--- src/rtl/fdc_xfer.sv ---
module fdc_xfer #(
  parameter int SECTOR_BYTES = 256,
  parameter int SPIN_CYC = 24
) (
  input  logic       clk,
  input  logic       rst_n,
  input  logic       cs,
  input  logic       wr,
  input  logic       rd,
  input  logic [1:0] addr,
  input  logic [7:0] wdata,
  output logic [7:0] rdata,
  input  logic [7:0] side_sel,
  input  logic       drv_in_valid,
  input  logic [7:0] drv_in_data,
  output logic       drv_in_ready,
  input  logic       drv_out_ready,
  output logic       drv_out_valid,
  output logic [7:0] drv_out_data,
  output logic [7:0] drv_track,
  output logic [7:0] drv_sector,
  output logic       drv_side,
  output logic       motor_on
);
  localparam int CW = $clog2(SECTOR_BYTES + 1);
  localparam int SW = $clog2(SPIN_CYC + 1);
  localparam logic [7:0] CMD_RD = 8'h88;
  localparam logic [7:0] CMD_WR = 8'hA8;

  typedef enum logic [1:0] {IDLE, SPIN, XFER} state_t;

  state_t        st;
  logic          is_write, drq, lost;
  logic [CW-1:0] cnt;
  logic [SW-1:0] spin;
  logic [7:0]    data_reg, trk, sec;

  wire busy     = (st != IDLE);
  wire cmd_wr   = cs && wr && addr == 2'd0;
  wire data_acc = cs && (wr || rd) && addr == 2'd3;
  wire start_rd = cmd_wr && !busy && wdata == CMD_RD;
  wire start_wr = cmd_wr && !busy && wdata == CMD_WR;
  wire drq_eff  = drq && !data_acc;
  wire slot     = (drv_in_valid && drv_in_ready) || (drv_out_valid && drv_out_ready);

  assign drv_in_ready  = (st == XFER) && !is_write && cnt != '0;
  assign drv_out_valid = (st == XFER) && is_write && cnt != '0;
  assign drv_out_data  = (data_acc && wr) ? wdata : (drq ? 8'h00 : data_reg);
  assign drv_track     = trk;
  assign drv_sector    = sec;
  assign drv_side      = side_sel[0];
  assign motor_on      = busy;

  always_comb begin
    case (addr)
      2'd0:    rdata = {5'b0, lost, drq, busy};
      2'd1:    rdata = trk;
      2'd2:    rdata = sec;
      default: rdata = data_reg;
    endcase
  end

  always_ff @(posedge clk) begin
    if (!rst_n) begin
      st <= IDLE;
      is_write <= 1'b0;
      drq <= 1'b0;
      lost <= 1'b0;
      cnt <= '0;
      spin <= '0;
      data_reg <= '0;
      trk <= '0;
      sec <= '0;
    end else begin
      if (data_acc) begin
        drq <= 1'b0;
        if (wr) data_reg <= wdata;
      end
      if (cs && wr && addr == 2'd1 && !busy) trk <= wdata;
      if (cs && wr && addr == 2'd2 && !busy) sec <= wdata;
      case (st)
        IDLE: if (start_rd || start_wr) begin
          st <= SPIN;
          is_write <= start_wr;
          spin <= SW'(SPIN_CYC - 1);
          cnt <= CW'(SECTOR_BYTES);
          lost <= 1'b0;
          drq <= 1'b0;
        end
        SPIN: if (spin == '0) begin
          st <= XFER;
          if (is_write) drq <= 1'b1;
        end else begin
          spin <= spin - 1'b1;
        end
        XFER: begin
          if (slot) begin
            cnt <= cnt - 1'b1;
            if (drq_eff) lost <= 1'b1;
            else if (!is_write) begin
              data_reg <= drv_in_data;
              drq <= 1'b1;
            end
            if (is_write && cnt != CW'(1)) drq <= 1'b1;
          end else if (cnt == '0 && !drq_eff) begin
            st <= IDLE;
          end
        end
        default: st <= IDLE;
      endcase
    end
  end
endmodule


--- config.mk ---
export PLATFORM = sky130hd
export DESIGN_NAME = fdc_xfer
export DESIGN_NICKNAME = d
export VERILOG_FILES = /design/src/rtl/fdc_xfer.sv
export SDC_FILE = /design/constraint.sdc
export NUM_CORES = 1
export LEC_CHECK = 0
export BUFFER_PORTS_ARGS = -buffer_cell sky130_fd_sc_hd__buf_2
export CELL_PAD_IN_SITES_DETAIL_PLACEMENT = 0
export CELL_PAD_IN_SITES_GLOBAL_PLACEMENT = 1
export CORE_ASPECT_RATIO = 0.75
export CORE_MARGIN = 5
export CORE_UTILIZATION = 35
export DETAILED_ROUTE_END_ITERATION = 10
export MAX_ROUTING_LAYER = met4
export PLACE_DENSITY = 0.87
export SYNTH_ARGS = -nofsm -noshare
export SYNTH_HDL_FRONTEND = slang
export SYNTH_SLANG_ARGS = --single-unit
--- constraint.sdc ---
create_clock -name clk -period 2.01 [get_ports clk]
set_clock_uncertainty 0.1 [all_clocks]
set_input_delay 0.1005 -clock clk [delete_from_list [all_inputs] [get_ports clk]]
set_output_delay 0.1005 -clock clk [all_outputs]
set_load 0.02 [all_outputs]
Word-level counts from Yosys, hierarchy flattened
Index checks and enable logic that the tools add are counted.

operators by class
  add/sub/neg operators = 2
  eq/ne operators = 15
  multiplexer cells = 33
  reductions and logical operators = 41

operators by type and width
  cell                   number
  $mux W8                8
  $pmux W8 S3            1
  $logic_and A1 B1 Y1    21
  $mux W9                2
  $pmux W9 S2            1
  $eq A8 B8 Y1 const B   2
  $ne A2 B2 Y1 const B   6
  $mux W1                11
  $mux W5                2
  $pmux W5 S2            1
  $logic_not A9 Y1       1
  $ne A9 B1 Y1 const B   1
  $reduce_bool A9 Y1     1
  $sub A9 B1 Y9 const B  1
  $mux W2                4
  $reduce_and A4 Y1      2
  $eq A2 B2 Y1 const B   3
  $pmux W2 S3            1
  $reduce_and A3 Y1      2
  $reduce_bool A2 Y1     3
  $logic_not A5 Y1       1
  $sub A5 B1 Y5 const B  1
  $eq A2 B1 Y1 const B   2
  $logic_not A1 Y1       4
  6 further kinds        9

word-level totals
  register bits after elaboration = 43
  input bits = 33
  word-level logic and storage cells = 100

Longest topological paths before layout
Gate-level depths: netlist (run 1).

  word-level depth = 10
  depth in mapped cells = 7
  mapped depth without buffers = 6

Worst setup path after synthesis (run 1)
OpenSTA, ideal clock, no wires.

  kind = register to register
  start point = register cnt[0]
  end point = register lost
  data arrival time = 1792 ps
  required time = 1787 ps
  setup slack = -4 ps
  cell stages (with the launch flop) = 7
  buffers on the path = 0
  period minus slack after synthesis = 2014 ps
  cells stage by stage = dfxtp_1 > inv_1 > ha_1 > or4b_2 > or2_1 > a41o_1 > nor2b_1

on the way
  word-level cells in the longest chain between the ends = 6

ends and longest elaborated chain
  element                                 RTL line  RTL
  start, declared                         34        logic [CW-1:0] cnt;
  start signal, assigned                  86        cnt <= CW'(SECTOR_BYTES);
  start signal, assigned                  98        cnt <= cnt - 1'b1;
  $reduce_bool A9 Y1 *                    46, 47
  $logic_and A1 B1 Y1 (on tied branches)  46, 47
  $logic_and A1 B1 Y1                     44        wire slot = (drv_in_valid && drv_in_ready) || (drv_out_valid && drv_out_ready);
  $logic_or A1 B1 Y1 *                    44
  $ne A2 B2 Y1 (no line) *                -
  $reduce_and A4 Y1 (no line) *           -
  end signal, assigned                    68        lost <= 1'b0;
  end signal, assigned                    87        lost <= 1'b0;
  end signal, assigned                    99        if (drq_eff) lost <= 1'b1;
  end, declared                           33        logic is_write, drq, lost;

Mark *: on every way between the ends. The rest lies on a longest branch, timed or not.
A chain may end at the register's enable or synchronous reset.

Final worst setup path (run 1)
  start point = register cnt[0]
  end point = output drv_out_valid

on the way
  word-level cells in the longest chain between the ends = 2

ends and longest elaborated chain
  element              RTL line  RTL
  $reduce_bool A9 Y1   47        assign drv_out_valid = (st == XFER) && is_write && cnt != '0;
  $logic_and A1 B1 Y1  47
  end, declared        18        output logic drv_out_valid,

Every way passes these cells.

==> metrics.yaml, run 1 <==
die_area_um2: 8450
grt_remaining_overflow: 0
clk_latency_ps: 290
grt_start_max_net_pins: 21
wirelength_um: 7090
die_y_um: 80.9
groute.usage.overall: 0.172
drt_iter0_drc: 187
power_frac_seq: 0.492
dpl.hpwl_um: 5150
drtAntennaViolNets: 0
cp_data_arrival_time_ps: 1820
r2r_slack_ps: 100
vias: 2308
slew_viol_final: 0
cts_sinks: 43
grt_antenna_before_repair: 0
synth_seq_area_share: 0.367
clockBufferDepth: 2
crit_type: "reg2out"
clkPwrFrac: 0.396
area_delta_synth_final_pct: 34.7
initial_core_util: 0.365
die_x_um: 104
dr.pass1.iters: 4
postSynth.asyncResetShare: 0
row_count: 25
synth_top_area_frac: 0.367
hold_start: "wdata[3]"
combPwrFrac: 0.112
power_mw: 1.77
worstHoldPathCells: 3
cts_root_buffer: "clkbuf_8"
wl_per_cell_um: 16.6
yosys_register_bits: 43
layout_common_cells: "buf_2, dfxtp_1, buf_4, mux2i_1, a21oi_1"
crit_fanout: 3
clk_pin_slew_ps: 80
cts_buffers: 5
slew-limit-headroom: 0.688
cts.htree.levels: 2
syn_nets: 289
coreArea_um2: 6410
synth_top_area_cell: "dfxtp_1"
nets: 383
required_ps: 1810
synth_cells: 251
post-route-period-util: 1.01
globalplace.congestion: 0.831
whs_ps: 12.3
layout_commonest_cell: "buf_2"
yosysWarningCount: 0
start_kind: "register"
syn_area_per_cell_um2: 9.34
vdd_drop_max_mv: 0.323
worst_pin_slew_ps: 467
max_freq_mhz: 495
top_register: "cnt"
endpoint_kind: "output port"
setup_viol: 1
fin_ws_ps: -11.0
syn_area_um2: 2340
status: "complete, but fails checks"
maxCapViolations: 0
layout-drive-gt1-share: 0.361
grt_pass1_vias: 2303
io_buffers: 59
synth_ff_type: "dfxtp_1"
drt_drc_violations_left: 0
ios: 69
p_leak_nw: 1.47
pwr_density_cell_nw_per_um2: 561
hold_end: "drv_track[3]$_SDFFE_PN0P_"
rsz0062_at_grt: "yes"
cts_tree: "yes"
hold_path_class: "in2reg"
power.switching_mw: 0.420
synth_edf_count: 0
vias_per_cell: 5.41
violations: "negative setup slack"
diodes: 0
fin_crit_ps: 2020
r2r_cells: 7
r2r_start: "cnt[0]$_SDFFE_PN0P_"
r2r_end: "lost$_SDFFE_PN0P_"
grt_pass1_wl_um: 11500
swShare: 0.237
synthTopCellsByArea: "dfxtp_1, mux2i_1, a22o_1, a21oi_1, o311a_1"
internal-power_mw: 1.35
final_hold_viol_count: 0
largest_register_ffs: 9
ys_types: 53
[worst max-delay path by stage]
stage	to	start	cells after the start
floorplan	lost$_SDFFE_PN0P_	cnt[0]$_SDFFE_PN0P_	6
CTS	drv_out_valid	cnt[1]$_SDFFE_PN0P_	6
global placement	data_reg[4]$_SDFF_PN0_	cnt[0]$_SDFFE_PN0P_	6
detailed placement	data_reg[6]$_SDFF_PN0_	cnt[0]$_SDFFE_PN0P_	6
finish	drv_out_valid	cnt[0]$_SDFFE_PN0P_	6
global route	drv_out_valid	cnt[0]$_SDFFE_PN0P_	6
[per-layer routing]
layer / vias up / share of wire / GRT usage
met3: 11 / 0.056 / 0.0270
met1: 1082 / 0.47 / 0.230
met5: - / 0 / -
met2: 75 / 0.46 / 0.274
met4: 0 / 0.017 / 0.0479
li1: 1140 / - / -
[final cells by class]
cell class	count	area, um^2
Clock buffer	6	82.6
Clock inverter	2	35.0
Fill cell	580	3260
Inverter	6	22.5
Multi-Input combinational cell	187	1400
Sequential cell	43	863
Tap cell	81	101
Timing Repair Buffer	102	647
[power by group through the flow]
stage	Sequential [mW]	Clock (mW)	Combinational (mW)
detailed placement	0.890	0	0.184
finish	0.870	0.700	0.199
CTS	0.870	0.711	0.198
floorplan	0.896	0	0.0923
global placement	0.890	0	0.182
global route	0.872	0.745	0.214
[timing repair]
| action | CTS | global route |
|---|---|---|
| cloned | 0 | 0 |
| hold endpoints to repair | 11 | 0 |
| gates resized for setup | 10 | 0 |
| pin swaps | 4 | 3 |
| endpoints found under the setup margin | 3 | 2 |
| setup buffers | 9 | 3 |
| hold buffers | 9 | 0 |
[synthesized netlist by cell type (2+ instances only)]
| library cell | instances |
|---|---|
| dfxtp_1 | 43 |
| a21oi_1 | 18 |
| o311a_1 | 8 |
| o211a_1 | 2 |
| a22o_1 | 13 |
| nand4b_1 | 3 |
| nand2_1 | 16 |
| nand3b_1 | 4 |
| nor4b_1 | 3 |
| nor3_1 | 4 |
| clkbuf_1 | 6 |
| buf_2 | 4 |
| mux4_2 | 3 |
| nor2b_1 | 5 |
| o21ai_0 | 12 |
| buf_4 | 3 |
| or3_1 | 3 |
| mux2_2 | 6 |
| or4_1 | 3 |
| nor2_1 | 15 |
| and3_1 | 3 |
| o41ai_1 | 2 |
| o31ai_1 | 3 |
| ha_1 | 5 |
| inv_1 | 5 |
| nand3_1 | 9 |
| and2_1 | 2 |
| a21boi_0 | 4 |
| mux2i_1 | 19 |
| nand4_1 | 2 |
[through the flow]
| stage | TNS [ps] | std cells | instance area [um^2] | setup slack [ps] | utilization |
|---|---|---|---|---|---|
| floorplan | 0 | 251 | 2350 | 176 | - |
| global placement | 0 | 398 | 2830 | 92.7 | 0.441 |
| detailed placement | 0 | 398 | 2830 | 11.3 | 0.441 |
| CTS | -44.5 | 424 | 3130 | -44.5 | 0.489 |
| global route | -75.1 | 427 | 3160 | -63.1 | 0.492 |
| finish | -11.0 | 427 | 3160 | -11.0 | 0.492 |
[logic make-up (layout without fill, tap and decap cells)]
logic type	Yosys count	in the layout	synth area share
buffers and inverters	21	116	0.0438
adder cells (fa/ha/maj)	5	5	0.0267
AND/OR/NAND/NOR	82	82	0.199
flip-flops	43	43	0.367
XOR/XNOR	1	1	0.00374
AO/OA/AOI/OAI	71	71	0.221
multiplexers	28	28	0.139
[critical path, stage by stage, from the launching register on]
cell     delay [ps]
dfxtp_2         330
inv_2            70
ha_4            130
or4b_4          480
or2_4           250
and3_4          150
buf_6           120
Note: power is estimated with default switching activity, not from simulation.
==> run 2: changes to the inputs <==
--- a/constraint.sdc
+++ b/constraint.sdc
@@ -3,3 +3,3 @@
 set_input_delay 0.1005 -clock clk [delete_from_list [all_inputs] [get_ports clk]]
 set_output_delay 0.1005 -clock clk [all_outputs]
-set_load 0.02 [all_outputs]
+set_load 0.1 [all_outputs]
==> run 2 against run 1 <==
Compared with the run above: the flow still finishes with violations (negative setup slack); via count is 0.35% higher; flip-flop and latch count stayed put; register-to-register slack worse by 40 ps; clock-buffer cell count stayed put; total power is 13% higher; cell count is 1.4% lower; sequential share of layout area is 1.7 points lower; critical path depth stayed put; die area stayed put; critical endpoint unchanged; largest power group unchanged.
==> metrics.yaml, run 2 (same netlist as run 1, synthesis figures left out) <==
layout-drive-gt1-share: 0.365  # +0.00343
grt_start_max_net_pins: 21  # unchanged
dpl.hpwl_um: 5350  # +3.8%
diodes: 0  # unchanged
whs_ps: 14.5  # +2.19 ps
post-route-period-util: 1.05  # +0.0411
clk_latency_ps: 300  # about the same
vias_per_cell: 5.50  # +1.8%
required_ps: 1810  # about the same
fin_tns_setup_ps: -151  # -140 ps
cts_root_buffer: "clkbuf_8"
maxCapViolations: 0  # unchanged
clk_pin_slew_ps: 80  # about the same
place_inst: 399  # +0.25%
globalplace.congestion: 0.827  # -0.49%
routed-wl-met2_um: 3520  # +7.9%
nets: 377  # -1.6%
drt_iter0_drc: 142  # -24%
grt_remaining_overflow: 0  # unchanged
endpoint_kind: "output port"
die_y_um: 80.9  # unchanged
cp_data_arrival_time_ps: 1900  # +80 ps
ios: 69  # unchanged
crit_fanout: 3  # unchanged
grt_pass1_wl_um: 11400  # -0.90%
rsz0062_at_grt: "yes"
max_freq_mhz: 475  # -3.9%
hold_end: "drv_track[3]$_SDFFE_PN0P_"
io_buffers: 59  # unchanged
die_area_um2: 8450  # unchanged
met1Wirelength_um: 3120  # -5.4%
maxUsedRoutingLayer: "met4"
cts_sinks: 43  # unchanged
grt_pass1_vias: 2270  # -1.4%
final_cells: 421  # -1.4%
top_register: "cnt"
worst_pin_slew_ps: 574  # +107 ps
hold_start: "wdata[3]"
dr.pass1.iters: 4  # unchanged
hold_path_class: "in2reg"
final_hold_viol_count: 0  # unchanged
slew_viol_final: 0  # unchanged
fin_crit_ps: 2100  # +82.7 ps
r2r_end: "data_reg[6]$_SDFF_PN0_"
violations: "negative setup slack"
wl_per_cell_um: 17.2  # +3.8%
r2r_cells: 8  # +1
fillers: 560  # -3.4%
initial_core_util: 0.365  # unchanged
pwr_density_cell_nw_per_um2: 591  # +5.3%
setup_viol: 2  # +1
cts.htree.levels: 2  # unchanged
worstHoldPathCells: 3  # unchanged
area_delta_synth_final_pct: 44.0
status: "complete, but fails checks"
drt_drc_violations_left: 0  # unchanged
wirelength_um: 7260  # +2.4%
die_x_um: 104  # unchanged
cts_buffers: 5  # unchanged
drtAntennaViolNets: 0  # unchanged
wl_met3_um: 541  # +35%
r2r_slack_ps: 60  # -40 ps
fin_ws_ps: -93.7  # -82.7 ps
grt_antenna_before_repair: 0  # unchanged
start_kind: "register"
row_count: 25  # unchanged
crit_type: "reg2out"
layout_commonest_cell: "buf_2"
slew-limit-headroom: 0.616  # -0.0722
largest_register_ffs: 9  # unchanged
r2r_start: "cnt[1]$_SDFFE_PN0P_"
groute.usage.overall: 0.172  # -0.000321
cts_tree: "yes"
layout_common_cells: "buf_2, dfxtp_1, buf_4, mux2i_1, a21oi_1"
vdd_drop_max_mv: 0.333  # +2.9%
p_leak_nw: 1.49  # +1.8%
coreArea_um2: 6410  # unchanged
vias: 2316  # +0.35%
clockBufferDepth: 2  # unchanged
==> run 2: cell types whose count changed in the layout (fill, tap and decap cells not counted), moves of 5 or more <==
| cell | before | now |
|---|---|---|
| a22o_1 | 13 | 8 |
| a22o_2 | 0 | 5 |
| buf_12 | 0 | 16 |
| buf_2 | 58 | 43 |
| buf_4 | 34 | 26 |
==> run 2: where the power goes <==
| group | switching (mW) | internal, mW | total [mW] | leakage, nW |
|---|---|---|---|---|
| registers | 0.00917 | 0.861 | 0.871 | 0.349 |
| logic | 0.217 | 0.111 | 0.328 | 1.08 |
| clock network | 0.298 | 0.497 | 0.795 | 0.0654 |
| total | 0.524 | 1.47 | 1.99 | 1.49 |
==> run 2: per-stage QoR <==
step | total power [mW] | setup WS, ps | util | instance area, um^2
after floorplan | 1.09 | -36.0 | - | 2360
after global placement | 1.20 | 43.8 | 0.475 | 3050
after detailed placement | 1.20 | 9.06 | 0.475 | 3050
after CTS | 2.01 | -132 | 0.519 | 3330
after global routing | 2.05 | -138 | 0.526 | 3380
final | 1.99 | -93.7 | 0.526 | 3380
==> run 2: final cells by class <==
type                            count  area, um^2  share of cell area
Clock buffer                        6        72.6              0.0215
Multi-Input combinational cell    187        1410               0.418
Timing Repair Buffer               96         842               0.249
Sequential cell                    43         865               0.256
Tap cell                           81         101              0.0300
Inverter                            6        22.5             0.00667
Clock inverter                      2        60.1              0.0178
==> run 2: routing by layer <==
| metal | GRT usage | vias up |
|---|---|---|
| li1 | - | 1124 |
| met2 | 0.269 | 82 |
| met3 | 0.0278 | 7 |
| met4 | 0.0492 | 0 |
| met1 | 0.232 | 1103 |
| met5 | - | - |
==> run 2: worst max path at each step <==
stage	endpoint	depth (start not counted)	slack (ps)	from
after floorplan	drv_in_ready	6	-40	cnt[0]$_SDFFE_PN0P_
after global placement	drv_out_valid	6	40	cnt[0]$_SDFFE_PN0P_
after detailed placement	drv_out_valid	6	9	cnt[0]$_SDFFE_PN0P_
after CTS	drv_out_valid	6	-130	cnt[1]$_SDFFE_PN0P_
after global routing	drv_out_valid	6	-140	cnt[1]$_SDFFE_PN0P_
final	drv_out_valid	6	-90	cnt[1]$_SDFFE_PN0P_
==> run 2: what timing repair did <==
action	CTS	global route
setup endpoints to repair	3	4
endpoints found under the hold margin	10	0
hold buffers	10	0
pin swaps	3	2
buffers inserted	2	2
resized for setup	13	9
==> run 2: critical path, cell delays in order (launching register included) <==
cell and delay [ps]:
dfxtp_2 330, inv_2 80, ha_4 130, or4b_4 480
or2_4 250, and3_4 190, buf_12 160
==> run 3: changes to the inputs <==
--- a/constraint.sdc
+++ b/constraint.sdc
@@ -3,3 +3,3 @@
 set_input_delay 0.1005 -clock clk [delete_from_list [all_inputs] [get_ports clk]]
 set_output_delay 0.1005 -clock clk [all_outputs]
-set_load 0.1 [all_outputs]
+set_load 0.005 [all_outputs]
==> run 3 against run 2 <==
Compared with the run above: the flow still finishes with violations (negative setup slack); utilization down 3.4 points; wire length decreased by 3.3%; fmax grew 4.3%; via count shrank 0.30%; non-clock buffer count grew 3; global-route usage decreased by 0.32 points; sequential share of layout area rose by 1.7 points; first-iteration DRC count rose by 7.7%; die area stayed put; design area fell by 6.5%; critical path depth is the same; critical endpoint unchanged.
==> metrics.yaml, run 3 (same netlist as run 1, synthesis figures left out) <==
diodes: 0  # unchanged
top_register: "cnt"
power_mw: 1.85  # -7.0%
whs_ps: 15.5  # +1.00 ps
fin_tns_setup_ps: -7.57  # +143 ps
clk_pin_slew_ps: 80  # about the same
rsz0062_at_grt: "yes"
vdd_drop_max_mv: 0.302  # -9.3%
post-route-period-util: 1.00  # -0.0428
start_kind: "register"
die_x_um: 104  # unchanged
r2r_slack_ps: 70  # about the same
fillers: 583  # +4.1%
largest_register_ffs: 9  # unchanged
clockBufferDepth: 2  # unchanged
crit_type: "reg2out"
max_freq_mhz: 496  # +4.3%
slew_viol_final: 0  # unchanged
vias_per_cell: 5.45  # -1.0%
groute.usage.overall: 0.169  # -0.00322
grt_antenna_before_repair: 0  # unchanged
wirelength_um: 7010  # -3.3%
grt_pass1_vias: 2202  # -3.0%
status: "complete, but fails checks"
dpl.hpwl_um: 5060  # -5.4%
io_buffers: 59  # unchanged
crit_fanout: 3  # unchanged
grt_pass1_wl_um: 11100  # -2.5%
cts.htree.levels: 2  # unchanged
layout-drive-gt1-share: 0.347  # -0.0178
maxCapViolations: 0  # unchanged
hold_path_class: "in2reg"
fin_ws_ps: -7.57  # +86.1 ps
globalplace.congestion: 0.803  # -2.9%
place_area_um2: 2810  # -7.8%
setup_viol: 1  # -1
row_count: 25  # unchanged
area_delta_synth_final_pct: 34.7
grt_remaining_overflow: 0  # unchanged
pwr_density_cell_nw_per_um2: 587  # -0.53%
die_area_um2: 8450  # unchanged
initial_core_util: 0.365  # unchanged
cts_root_buffer: "clkbuf_8"
die_y_um: 80.9  # unchanged
layout_commonest_cell: "buf_2"
ios: 69  # unchanged
vias: 2309  # -0.30%
slew-limit-headroom: 0.633  # +0.0169
fin_crit_ps: 2020  # -86.1 ps
nets: 380  # +0.80%
dr.pass1.iters: 4  # unchanged
wl_per_cell_um: 16.5  # -4.0%
grt_start_max_net_pins: 21  # unchanged
p_leak_nw: 1.46  # -2.3%
cts_tree: "yes"
worst_pin_slew_ps: 549  # -25.3 ps
drt_drc_violations_left: 0  # unchanged
drt_iter0_drc: 153  # +7.7%
drtAntennaViolNets: 0  # unchanged
violations: "negative setup slack"
layout_common_cells: "buf_2, dfxtp_1, buf_4, mux2i_1, a21oi_1"
postLayoutCellArea_um2: 3160  # -6.5%
cts_buffers: 5  # unchanged
endpoint_kind: "output port"
final_hold_viol_count: 0  # unchanged
clk_latency_ps: 300  # about the same
cp_data_arrival_time_ps: 1820  # -80 ps
cts_sinks: 43  # unchanged
coreArea_um2: 6410  # unchanged
required_ps: 1810  # about the same
## run 3: final timing paths
path / endpoint / start / cells past startpoint
worst max-delay path: drv_out_valid / cnt[0]$_SDFFE_PN0P_ / 6
worst min-delay path: drv_track[6]$_SDFFE_PN0P_ / wdata[6] / 3
worst max register to register: lost$_SDFFE_PN0P_ / cnt[0]$_SDFFE_PN0P_ / 7
worst min register to register: cnt[1]$_SDFFE_PN0P_ / cnt[1]$_SDFFE_PN0P_ / 2
## run 3: through the flow
stage	cells	util	setup WS [ps]
final	424	0.492	-7.57
after detailed placement	395	0.438	68.2
after global placement	395	0.438	120
after floorplan	251	-	176
after CTS	420	0.487	-43.1
after global routing	424	0.492	-58.1
## run 3: layout make-up
class                           count  area (um^2)  area share
Clock inverter                      2         60.1      0.0190
Sequential cell                    43          863       0.273
Multi-Input combinational cell    187         1400       0.445
Inverter                            6         22.5     0.00713
Tap cell                           81          101      0.0321
Timing Repair Buffer               99          633       0.201
Clock buffer                        6         72.6      0.0230
## run 3: layer usage
metal | routed length, um | vias up | global-route usage
met4 | 92 | 0 | 0.0530
met5 | 0 | - | -
met3 | 341 | 8 | 0.0286
met1 | 3260 | 1106 | 0.225
li1 | - | 1133 | -
met2 | 3320 | 62 | 0.264
## run 3: power by group
part / internal, mW / switching, mW
sequential: 0.861 / 0.00917
clock: 0.497 / 0.307
combinational: 0.0869 / 0.0936
## run 3: timing repair
| action | in CTS | in global routing |
|---|---|---|
| endpoints found under the hold margin | 13 | 0 |
| buffers inserted | 6 | 4 |
| gates resized for setup | 9 | 1 |
| setup endpoints to repair | 2 | 3 |
| hold buffers | 11 | 0 |
| gates cloned | 0 | 0 |
| pin swaps | 4 | 4 |
## run 3: critical path, stage by stage (launching register included)
cell     delay [ps]
dfxtp_2         330
inv_2            70
ha_4            130
or4b_4          480
or2_4           250
and3_4          150
buf_6           110
